File: src/rtl/nvcmd_pkg.sv
package nvcmd_pkg;
  localparam int unsigned ADDR_W     = 11;
  localparam int unsigned PREFIX_LEN = 5;
  localparam int unsigned POS_W      = $clog2(PREFIX_LEN + 1);
  localparam int unsigned NSLOT      = 2 ** POS_W;

  localparam logic [ADDR_W-1:0] SAVE_CODE    = 11'h70F;
  localparam logic [ADDR_W-1:0] RESTORE_CODE = 11'h70E;

  typedef struct packed {
    logic              vld;
    logic              wr;
    logic [ADDR_W-1:0] addr;
  } step_t;

  typedef enum logic [1:0] {
    CMD_NONE    = 2'd0,
    CMD_SAVE    = 2'd1,
    CMD_RESTORE = 2'd2
  } cmd_e;

  // Address expected at prefix position idx (0 = first access)
  function automatic logic [ADDR_W-1:0] prefix_code(input int unsigned idx);
    case (idx)
      0:       return 11'h000;
      1:       return 11'h555;
      2:       return 11'h2AA;
      3:       return 11'h7FF;
      4:       return 11'h0F0;
      default: return 11'h000;
    endcase
  endfunction
endpackage

File: src/rtl/nvcmd_rst_sync.sv
module nvcmd_rst_sync (
  input  logic clk,
  input  logic rst_n,
  output logic rst_n_sync
);
  logic [1:0] sync_q;

  always_ff @(posedge clk or negedge rst_n) begin
    if (!rst_n) sync_q <= 2'b00;
    else        sync_q <= {sync_q[0], 1'b1};
  end

  assign rst_n_sync = sync_q[1];
endmodule

File: src/rtl/nvcmd_step_sampler.sv
module nvcmd_step_sampler
  import nvcmd_pkg::*;
#(
  parameter bit OE_QUALIFY = 1'b0
) (
  input  logic              clk,
  input  logic              rst_n,
  input  logic [ADDR_W-1:0] addr_i,
  input  logic              cs_n_i,
  input  logic              we_n_i,
  input  logic              oe_n_i,
  output step_t             step_o
);
  logic  cs_prev_q;
  logic  fall;
  logic  oe_ok;
  step_t step_d, step_q;

  always_comb begin
    fall        = cs_prev_q & ~cs_n_i;
    oe_ok       = OE_QUALIFY ? ~oe_n_i : 1'b1;
    step_d.vld  = fall & oe_ok;
    step_d.wr   = ~we_n_i;
    step_d.addr = addr_i;
  end

  always_ff @(posedge clk or negedge rst_n) begin
    if (!rst_n) begin
      cs_prev_q <= 1'b1;
      step_q    <= '0;
    end else begin
      cs_prev_q <= cs_n_i;
      step_q    <= step_d;
    end
  end

  assign step_o = step_q;
endmodule

File: src/rtl/nvcmd_step_matcher.sv
module nvcmd_step_matcher
  import nvcmd_pkg::*;
(
  input  logic  clk,
  input  logic  rst_n,
  input  step_t step_i,
  input  logic  busy_i,
  output cmd_e  cmd_o
);
  logic [POS_W-1:0] pos_q, pos_d;
  logic [NSLOT-1:0] pre_hit;
  logic             upd_en;
  logic             rd_vld;
  cmd_e             cmd_d;

  assign rd_vld = step_i.vld & ~step_i.wr;

  // One comparator per prefix position; unused slots never match
  for (genvar i = 0; i < NSLOT; i++) begin : g_slot
    if (i < PREFIX_LEN) begin : g_cmp
      localparam logic [ADDR_W-1:0] CODE = prefix_code(i);
      assign pre_hit[i] = rd_vld & (step_i.addr == CODE);
    end else begin : g_pad
      assign pre_hit[i] = 1'b0;
    end
  end

  always_comb begin
    pos_d  = pos_q;
    cmd_d  = CMD_NONE;
    upd_en = busy_i | step_i.vld;
    if (busy_i) begin
      pos_d = '0;
    end else if (step_i.vld) begin
      if (step_i.wr) begin
        pos_d = '0;
      end else if (pos_q == POS_W'(PREFIX_LEN)) begin
        if (step_i.addr == SAVE_CODE)         cmd_d = CMD_SAVE;
        else if (step_i.addr == RESTORE_CODE) cmd_d = CMD_RESTORE;
        pos_d = pre_hit[0] ? POS_W'(1) : '0;
      end else if (pre_hit[pos_q]) begin
        pos_d = pos_q + POS_W'(1);
      end else if (pre_hit[0]) begin
        pos_d = POS_W'(1);
      end else begin
        pos_d = '0;
      end
    end
  end

  always_ff @(posedge clk or negedge rst_n) begin
    if (!rst_n)      pos_q <= '0;
    else if (upd_en) pos_q <= pos_d;
  end

  assign cmd_o = cmd_d;
endmodule

File: src/rtl/nvcmd_cmd_issue.sv
module nvcmd_cmd_issue
  import nvcmd_pkg::*;
(
  input  logic clk,
  input  logic rst_n,
  input  cmd_e cmd_i,
  input  logic save_inhibit_i,
  output logic save_req_o,
  output logic restore_req_o
);
  logic save_d, restore_d;
  logic save_q, restore_q;

  always_comb begin
    save_d    = (cmd_i == CMD_SAVE) & ~save_inhibit_i;
    restore_d = (cmd_i == CMD_RESTORE);
  end

  always_ff @(posedge clk or negedge rst_n) begin
    if (!rst_n) begin
      save_q    <= 1'b0;
      restore_q <= 1'b0;
    end else begin
      save_q    <= save_d;
      restore_q <= restore_d;
    end
  end

  assign save_req_o    = save_q;
  assign restore_req_o = restore_q;
endmodule

File: src/rtl/nvcmd_detect.sv
module nvcmd_detect
  import nvcmd_pkg::*;
#(
  parameter bit OE_QUALIFY = 1'b0
) (
  input  logic              clk,
  input  logic              rst_n,
  input  logic [ADDR_W-1:0] addr_i,
  input  logic              cs_n_i,
  input  logic              we_n_i,
  input  logic              oe_n_i,
  input  logic              busy_i,
  input  logic              save_inhibit_i,
  output logic              save_req_o,
  output logic              restore_req_o
);
  logic  rst_n_s;
  step_t step;
  cmd_e  cmd;

  nvcmd_rst_sync u_rst (
    .clk        (clk),
    .rst_n      (rst_n),
    .rst_n_sync (rst_n_s)
  );

  nvcmd_step_sampler #(.OE_QUALIFY(OE_QUALIFY)) u_smp (
    .clk    (clk),
    .rst_n  (rst_n_s),
    .addr_i (addr_i),
    .cs_n_i (cs_n_i),
    .we_n_i (we_n_i),
    .oe_n_i (oe_n_i),
    .step_o (step)
  );

  nvcmd_step_matcher u_match (
    .clk    (clk),
    .rst_n  (rst_n_s),
    .step_i (step),
    .busy_i (busy_i),
    .cmd_o  (cmd)
  );

  nvcmd_cmd_issue u_issue (
    .clk            (clk),
    .rst_n          (rst_n_s),
    .cmd_i          (cmd),
    .save_inhibit_i (save_inhibit_i),
    .save_req_o     (save_req_o),
    .restore_req_o  (restore_req_o)
  );
endmodule

File: config.mk
export PLATFORM = sky130hd
export DESIGN_NAME = nvcmd_detect
export DESIGN_NICKNAME = d
export VERILOG_FILES = /design/src/rtl/nvcmd_pkg.sv /design/src/rtl/nvcmd_rst_sync.sv /design/src/rtl/nvcmd_step_sampler.sv /design/src/rtl/nvcmd_step_matcher.sv /design/src/rtl/nvcmd_cmd_issue.sv /design/src/rtl/nvcmd_detect.sv
export SDC_FILE = /design/constraint.sdc
export NUM_CORES = 1
export LEC_CHECK = 0
export BUFFER_PORTS_ARGS = -buffer_cell sky130_fd_sc_hd__buf_2
export CAP_MARGIN = 30
export CORE_MARGIN = 3
export CORE_UTILIZATION = 58
export CTS_BUF_LIST = sky130_fd_sc_hd__clkbuf_2
export DETAILED_ROUTE_END_ITERATION = 8
export HOLD_SLACK_MARGIN = 0.05
export PLACE_DENSITY = 0.89
export SYNTH_ARGS = -nofsm -noshare
export SYNTH_HDL_FRONTEND = slang
export SYNTH_SLANG_ARGS = --single-unit
File: constraint.sdc
create_clock -name clk -period 2 [get_ports clk]
set_input_delay 0.6 -clock clk [delete_from_list [all_inputs] [get_ports clk]]
set_output_delay 0.6 -clock clk [all_outputs]
set_load 0.02 [all_outputs]
After elaboration in Yosys (flattened, before gate mapping)
Cells that the tools add are included.
Operators by class
  magnitude comparators: 1
  bitwise gates (word level): 13
  eq/ne operators: 9
  add/subtract/negate cells: 1
  muxes and demuxes: 14
  reductions and logical operators: 3
Operators by type and width (count)
  $eq 11x11->1 const B: 4
  $mux 3: 5
  $mux 2: 6
  $eq 11x10->1 const B: 1
  $eq 11x8->1 const B: 1
  $logic_not 11->1: 1
  $and 1x1->1: 8
  $lt 3x4->1 const B: 1
  $not 1->1: 4
  $add 3x1->3 const B: 1
  $bmux 1 s3: 1
  $eq 3x3->1 const B: 1
  $eq 2x1->1 const B: 1
  $eq 2x2->1 const B: 1
  $mux 1: 2
  $reduce_and 2->1: 1
  $reduce_bool 2->1: 1
  $or 1x1->1: 1
Word-level totals
  flip-flop bits (word level): 21
  logic and storage cells: 49

Longest topological paths before layout
  word-level depth: 10
  gate-level depth with buffers: 7
  gate-level depth less buffers: 7

Cells and area by module
A second synthesis with hierarchy kept.
Second synthesis, totals
  cell total of the unflattened synthesis: 71
  area total of the unflattened synthesis: 892.1 µm²
By module, submodules not included
  nvcmd_step_matcher: times used 1, cells an instance 48, area each 397.9 µm²
  nvcmd_step_sampler: times used 1, cells an instance 16, area each 369.1 µm²
  nvcmd_cmd_issue: times used 1, cells an instance 4, area each 71.3 µm²
  nvcmd_rst_sync: times used 1, cells an instance 3, area each 53.8 µm²

Worst setup path after synthesis
OpenSTA, ideal clock, no wires.
  kind: input -> register
  from: input port busy_i
  to: register u_issue.save_q (netlist: u_issue.save_req_o)
  data required time: 1.920 ns
  data arrival time: 1.535 ns
  library setup time: 0.080 ns
  setup slack: 0.385 ns
  path buffers: 0
  stages on the path: 3
  path through: or2_4 > or4b_4 > nor3b_2
Between the ends
  word-level cells in the longest chain between the ends: 3
Ends and longest elaborated chain
  from (decl): RTL line nvcmd_detect.sv:12  | input logic busy_i,
  $mux 2: RTL line nvcmd_step_matcher.sv:32  | if (busy_i) begin
  $eq 2x1->1: RTL line nvcmd_cmd_issue.sv:15  | save_d = (cmd_i == CMD_SAVE) & ~save_inhibit_i;
  $and 1x1->1: RTL line nvcmd_cmd_issue.sv:15
  net u_issue.save_d: RTL line nvcmd_cmd_issue.sv:11  | logic save_d, restore_d;
  to (signal assigned): RTL line nvcmd_cmd_issue.sv:24  | save_q <= save_d;
  to (decl): RTL line nvcmd_cmd_issue.sv:12  | logic save_q, restore_q;
The timed path passes the listed nets, and every way through them passes these cells.
A chain may end at the register's enable or synchronous reset.

Worst setup path after layout
  from: register u_match.pos_q[0]
  to: register u_match.pos_q[1]
Between the ends
  word-level cells in the longest chain between the ends: 7
  elaborated cells on any way between the ends: 9
  those cells by class: add/sub: 1; eq/ne: 1; mux: 7
Ends and longest elaborated chain
  from (decl): RTL line nvcmd_step_matcher.sv:10  | logic [POS_W-1:0] pos_q, pos_d;
  from (signal assigned): RTL line nvcmd_step_matcher.sv:53  | else if (upd_en) pos_q <= pos_d;
  $bmux 1 s3: RTL line nvcmd_step_matcher.sv:41  | end else if (pre_hit[pos_q]) begin
  $mux 1 (not written as such): RTL line nvcmd_step_matcher.sv:41
  $mux 3: RTL line nvcmd_step_matcher.sv:41
  $mux 3 (*): RTL line nvcmd_step_matcher.sv:37  | end else if (pos_q == POS_W'(PREFIX_LEN)) begin
  $mux 3 (*): RTL line nvcmd_step_matcher.sv:35  | if (step_i.wr) begin
  $mux 3 (*): RTL line nvcmd_step_matcher.sv:34  | end else if (step_i.vld) begin
  $mux 3 (*): RTL line nvcmd_step_matcher.sv:32
Every way passes the cells marked *; elsewhere a longest branch is shown, timed or not. The select of a mux whose other input is x is not followed.

==> report_table.html <==
<table>
<tr><th>Metric</th><th>Value</th></tr>
<tr><th colspan="2">Run status</th></tr>
<tr><td>Run status</td><td>completed</td></tr>
<tr><th colspan="2">Logic synthesis</th></tr>
<tr><td>Area share of the largest cell type after synthesis</td><td>0.5831</td></tr>
<tr><td>Warning count from the yosys run</td><td>0</td></tr>
<tr><td>Fraction of the yosys area taken by sequential cells</td><td>0.6137</td></tr>
<tr><td>Number of storage elements in the synthesis netlist</td><td>21</td></tr>
<tr><td>Total nets after synthesis</td><td>87</td></tr>
<tr><td>Synth Cell Area</td><td>858.3 µm²</td></tr>
<tr><td>Area leader, netlist</td><td>sky130_fd_sc_hd__dfrtp_1</td></tr>
<tr><td>Avg Inst Size Synth</td><td>12.81 µm²</td></tr>
<tr><td>Post-Synthesis Cells</td><td>67</td></tr>
<tr><td>Top area cells in the synthesized netlist</td><td>sky130_fd_sc_hd__dfrtp_1 58%, sky130_fd_sc_hd__dfstp_2 3.1%, sky130_fd_sc_hd__ha_1 2.9%</td></tr>
<tr><td>Unique cell type count in the Yosys netlist</td><td>29</td></tr>
<tr><th colspan="2">Place</th></tr>
<tr><td>DP Wirelength</td><td>1157 µm</td></tr>
<tr><td>Area of placed instances</td><td>967.2 µm²</td></tr>
<tr><td>Final weighted congestion of routability-driven global placement</td><td>just under 0.8</td></tr>
<tr><td>Port-buffer cells</td><td>18</td></tr>
<tr><th colspan="2">Power</th></tr>
<tr><td>Leakage power</td><td>0.0004510 µW</td></tr>
<tr><td>Int Pwr</td><td>514.4 µW</td></tr>
<tr><td>Net switching component of the power</td><td>about 160 µW</td></tr>
<tr><td>Worst VDD drop</td><td>569.0 µV</td></tr>
<tr><td>Combinational fraction of design power</td><td>0.052</td></tr>
<tr><td>Power density normalized to cell area</td><td>about 670 nW/µm²</td></tr>
<tr><td>Part of the total power dissipated in sequential elements</td><td>0.685</td></tr>
<tr><td>Power share of the clock group</td><td>0.263</td></tr>
<tr><td>Switching fraction of total power</td><td>0.2358</td></tr>
<tr><th colspan="2">Drt</th></tr>
<tr><td>Total length of routed met2 wires</td><td>853 µm</td></tr>
<tr><td>Detailed Routing Iterations Pass 1</td><td>4</td></tr>
<tr><td>DR WL/cell</td><td>15.11 µm</td></tr>
<tr><td>Via density per instance</td><td>between 5 and 6</td></tr>
<tr><td>Number of DRC markers in iteration 0</td><td>7</td></tr>
<tr><td>Post-detailed-route DRC marker count</td><td>0</td></tr>
<tr><td>M1 wire length</td><td>619 µm</td></tr>
<tr><td>Total wire length after detailed routing</td><td>~1600 µm</td></tr>
<tr><td>Vias after detailed routing</td><td>607</td></tr>
<tr><td>Highest Signal Layer</td><td>met4</td></tr>
<tr><td>Count of nets left with antenna violations after detail routing</td><td>0</td></tr>
<tr><td>Met3 wire length</td><td>84 µm</td></tr>
<tr><th colspan="2">Critical path</th></tr>
<tr><td>Critical path fanouts, max</td><td>7</td></tr>
<tr><td>Worst R2R Setup Slack</td><td>0.25 ns</td></tr>
<tr><td>Worst reg-to-reg path cell count</td><td>6</td></tr>
<tr><td>Capturing point of the worst reg2reg path</td><td>u_match.pos_q[1]</td></tr>
<tr><td>Critical path destination</td><td>u_match.pos_q[1]</td></tr>
<tr><td>Crit start category</td><td>flip-flop</td></tr>
<tr><td>Startpoint of the worst-slack reg-to-reg timing path</td><td>u_match.pos_q[0]</td></tr>
<tr><td>Required arrival time at the worst endpoint</td><td>2.25 ns</td></tr>
<tr><td>Worst setup path startpoint</td><td>u_match.pos_q[0]</td></tr>
<tr><td>Category of the worst setup path capture point</td><td>flip-flop</td></tr>
<tr><td>Critical path data arrival time</td><td>around 2 ns</td></tr>
<tr><td>Critical setup path kind</td><td>flip-flop to flip-flop</td></tr>
<tr><th colspan="2">Clock network</th></tr>
<tr><td>Clock input transition at the sequential cells of the worst setup and hold paths</td><td>0.18 ns</td></tr>
<tr><td>Clock latency on the worst-skew pair</td><td>0.32 ns</td></tr>
<tr><td>Quantity of hold-fixing buffers added after cts</td><td>1</td></tr>
<tr><td>Number of buffers on the longest clock path</td><td>2</td></tr>
<tr><td>Number of H-tree levels</td><td>1</td></tr>
<tr><td>PostCTS Resize Cnt</td><td>0</td></tr>
<tr><td>Total setup buffers inserted after CTS</td><td>0</td></tr>
<tr><td>Clk sinks</td><td>21</td></tr>
<tr><td>Clock tree from TritonCTS</td><td>done</td></tr>
<tr><td>Number of clock buffers inserted by TritonCTS</td><td>3</td></tr>
<tr><td>Clock root buffer</td><td>sky130_fd_sc_hd__clkbuf_2</td></tr>
<tr><th colspan="2">Final layout</th></tr>
<tr><td>FF/Latch Area</td><td>526.8 µm²</td></tr>
<tr><td>Footprint of the multi-input gates</td><td>324.1 µm²</td></tr>
<tr><td>Post-route design area</td><td>997.2 µm²</td></tr>
<tr><td>Signed area change from the synthesized netlist to the final layout</td><td>16.18%</td></tr>
<tr><td>Number of nets at the end of the flow</td><td>between 100 and 150</td></tr>
<tr><td>Ant. Diodes</td><td>0</td></tr>
<tr><td>Layout cell share with drive strength beyond 1</td><td>0.3667</td></tr>
<tr><td>Number of fill cells in the layout</td><td>97</td></tr>
<tr><th colspan="2">Floorplanning</th></tr>
<tr><td>Die area</td><td>1978 µm²</td></tr>
<tr><td>Area of the placeable core</td><td>1350 µm²</td></tr>
<tr><td>Die width</td><td>about 44 µm</td></tr>
<tr><td>Ports placed on the boundary</td><td>20</td></tr>
<tr><td>Site row count</td><td>13</td></tr>
<tr><td>DIE HEIGHT</td><td>44.47 µm</td></tr>
<tr><td>Starting utilization of the core area</td><td>0.6358</td></tr>
<tr><th colspan="2">Timing</th></tr>
<tr><td>Measured slew at the worst slew-check pin</td><td>0.7349 ns</td></tr>
<tr><td>Max-slew violations</td><td>0</td></tr>
<tr><td>Final sum of negative setup slack</td><td>0 ns</td></tr>
<tr><td>Finish-stage setup viols</td><td>0</td></tr>
<tr><td>RSZ-0062 raised after global routing</td><td>no</td></tr>
<tr><td>Fmax</td><td>571.5 MHz</td></tr>
<tr><td>Fraction of the cycle the final worst path needs</td><td>0.8749</td></tr>
<tr><td>Worst-case clock skew</td><td>roughly 0.0045 ns</td></tr>
<tr><td>Number of failing hold endpoints at the final stage</td><td>0</td></tr>
<tr><td>Clock period minus worst slack</td><td>about 1.7 ns</td></tr>
<tr><td>Rel. slew slack</td><td>0.5100</td></tr>
<tr><th colspan="2">Global route</th></tr>
<tr><td>Total overflow reported by the global router</td><td>0</td></tr>
<tr><td>Global-route wire length before repair</td><td>2615 µm</td></tr>
<tr><td>Pin count of the biggest net entering global routing</td><td>20</td></tr>
<tr><td>Tot GR Track Use</td><td>0.1869</td></tr>
<tr><td>Number of global-route vias before repair</td><td>620</td></tr>
<tr><td>Number of antenna violations at the first check in global routing</td><td>0</td></tr>
<tr><th colspan="2">Worst hold path</th></tr>
<tr><td>Worst hold-check path type</td><td>flip-flop to asynchronous set/reset pin</td></tr>
<tr><th colspan="2">Run</th></tr>
<tr><td>Max-cap violation count</td><td>0</td></tr>
</table>
-- how the worst min path moves through the flow --
stage,start,endpoint,slack [ns],cells past startpoint
final,u_rst.sync_q[1],u_smp.step_o[0],0.31,0
after global routing,addr_i[4],u_smp.step_o[4],0.33,1
after CTS,u_rst.sync_q[1],u_smp.step_o[1],0.33,0
after detailed placement,u_rst.sync_q[1],u_smp.step_o[10],0.33,0
after global placement,u_rst.sync_q[1],u_smp.step_o[11],0.30,0
after floorplan,u_rst.sync_q[1],u_issue.restore_req_o,0.24,0
-- per-stage QoR --
stage          hold slack (ns)  setup WS, ns  total power (µW)    util  std cells
2_1_floorplan           0.2393        0.3853             478.7       -         67
3_3_place_gp            0.3024        0.2535             498.4  0.7164        100
3_5_place_dp            0.3328        0.2268             502.3  0.7164        100
4_1_cts                 0.3278        0.2560             675.6  0.7386        105
5_1_grt                 0.3288        0.1136             701.9  0.7386        105
6_report                0.3116        0.2503             673.1  0.7386        105
-- cell usage in the layout, fill, tap and decap left out, types with 2 or more instances in the layout --
cell type and count:
sky130_fd_sc_hd__nand3_1 5, sky130_fd_sc_hd__nor4_1 2, sky130_fd_sc_hd__inv_1 2, sky130_fd_sc_hd__clkbuf_2 4
sky130_fd_sc_hd__ha_1 2, sky130_fd_sc_hd__nor4_2 2, sky130_fd_sc_hd__buf_2 18, sky130_fd_sc_hd__o21ai_1 2
sky130_fd_sc_hd__and3_1 2, sky130_fd_sc_hd__dfrtp_1 20, sky130_fd_sc_hd__nor3b_1 2, sky130_fd_sc_hd__a21oi_1 2
sky130_fd_sc_hd__nor2_1 4, sky130_fd_sc_hd__nand2_1 5
-- cell families after synthesis --
kind of cell | count (synthesis) | synth area share
compound gates | 11 | 0.1152
simple gates | 30 | 0.2288
flops | 21 | 0.6137
fa+ha+maj | 2 | 0.02915
other cells | 1 | 0.004369
buf+inv | 2 | 0.008750
-- final cells by class --
class | count | share of cell area
clock buffer | 4 | 0.02008
inverter | 2 | 0.007528
multi-input combinational | 44 | 0.3250
sequential | 21 | 0.5282
tap | 15 | 0.01882
timing repair buffer | 19 | 0.1004
-- worst max-delay path: stages (launching register included) --
cell and delay [ns]:
sky130_fd_sc_hd__dfrtp_1 0.52, sky130_fd_sc_hd__ha_1 0.27, sky130_fd_sc_hd__nor3_1 0.14, sky130_fd_sc_hd__nand3_1 0.11, sky130_fd_sc_hd__a21oi_1 0.32, sky130_fd_sc_hd__nand3_1 0.13
sky130_fd_sc_hd__o31ai_2 0.18
-- power by group through the flow --
stage          Combinational (µW)  Sequential, µW  Clock [µW]
6_report                     35.1             461         177
5_1_grt                      38.8             465         198
4_1_cts                      35.1             462         179
3_5_place_dp                 33.2             469           0
3_3_place_gp                 30.8             468           0
2_1_floorplan                14.4             464           0
-- Yosys cell counts (all sizes together) --
cell type  instances
dfrtp             20
nand2              5
nand3              5
nor2               4
nor4               4
nor3b              3
a21oi              2
and3               2
ha                 2
inv                2
o21ai              2
o31ai              2
a22oi              1
a31o               1
a31oi              1
a41oi              1
and4               1
and4b              1
conb               1
dfstp              1
nand2b             1
nor2b              1
nor3               1
o2111ai            1
or2                1
or4b               1
-- registers in the layout (all words and copies together), names as in the netlist --
signal	count
u_smp.step_o	13
u_smp.cs_prev_q	1
u_issue.restore_req_o	1
u_issue.save_req_o	1
u_rst.sync_q	2
u_match.pos_q	3
-- layer usage --
metal / vias to the layer above / global-route usage
met5: - / 0
met4: 0 / 0.08434
met3: 7 / 0.04878
met2: 20 / 0.3266
met1: 288 / 0.2101
li1: 292 / -
No activity file was read; power rests on OpenSTA's default activity.
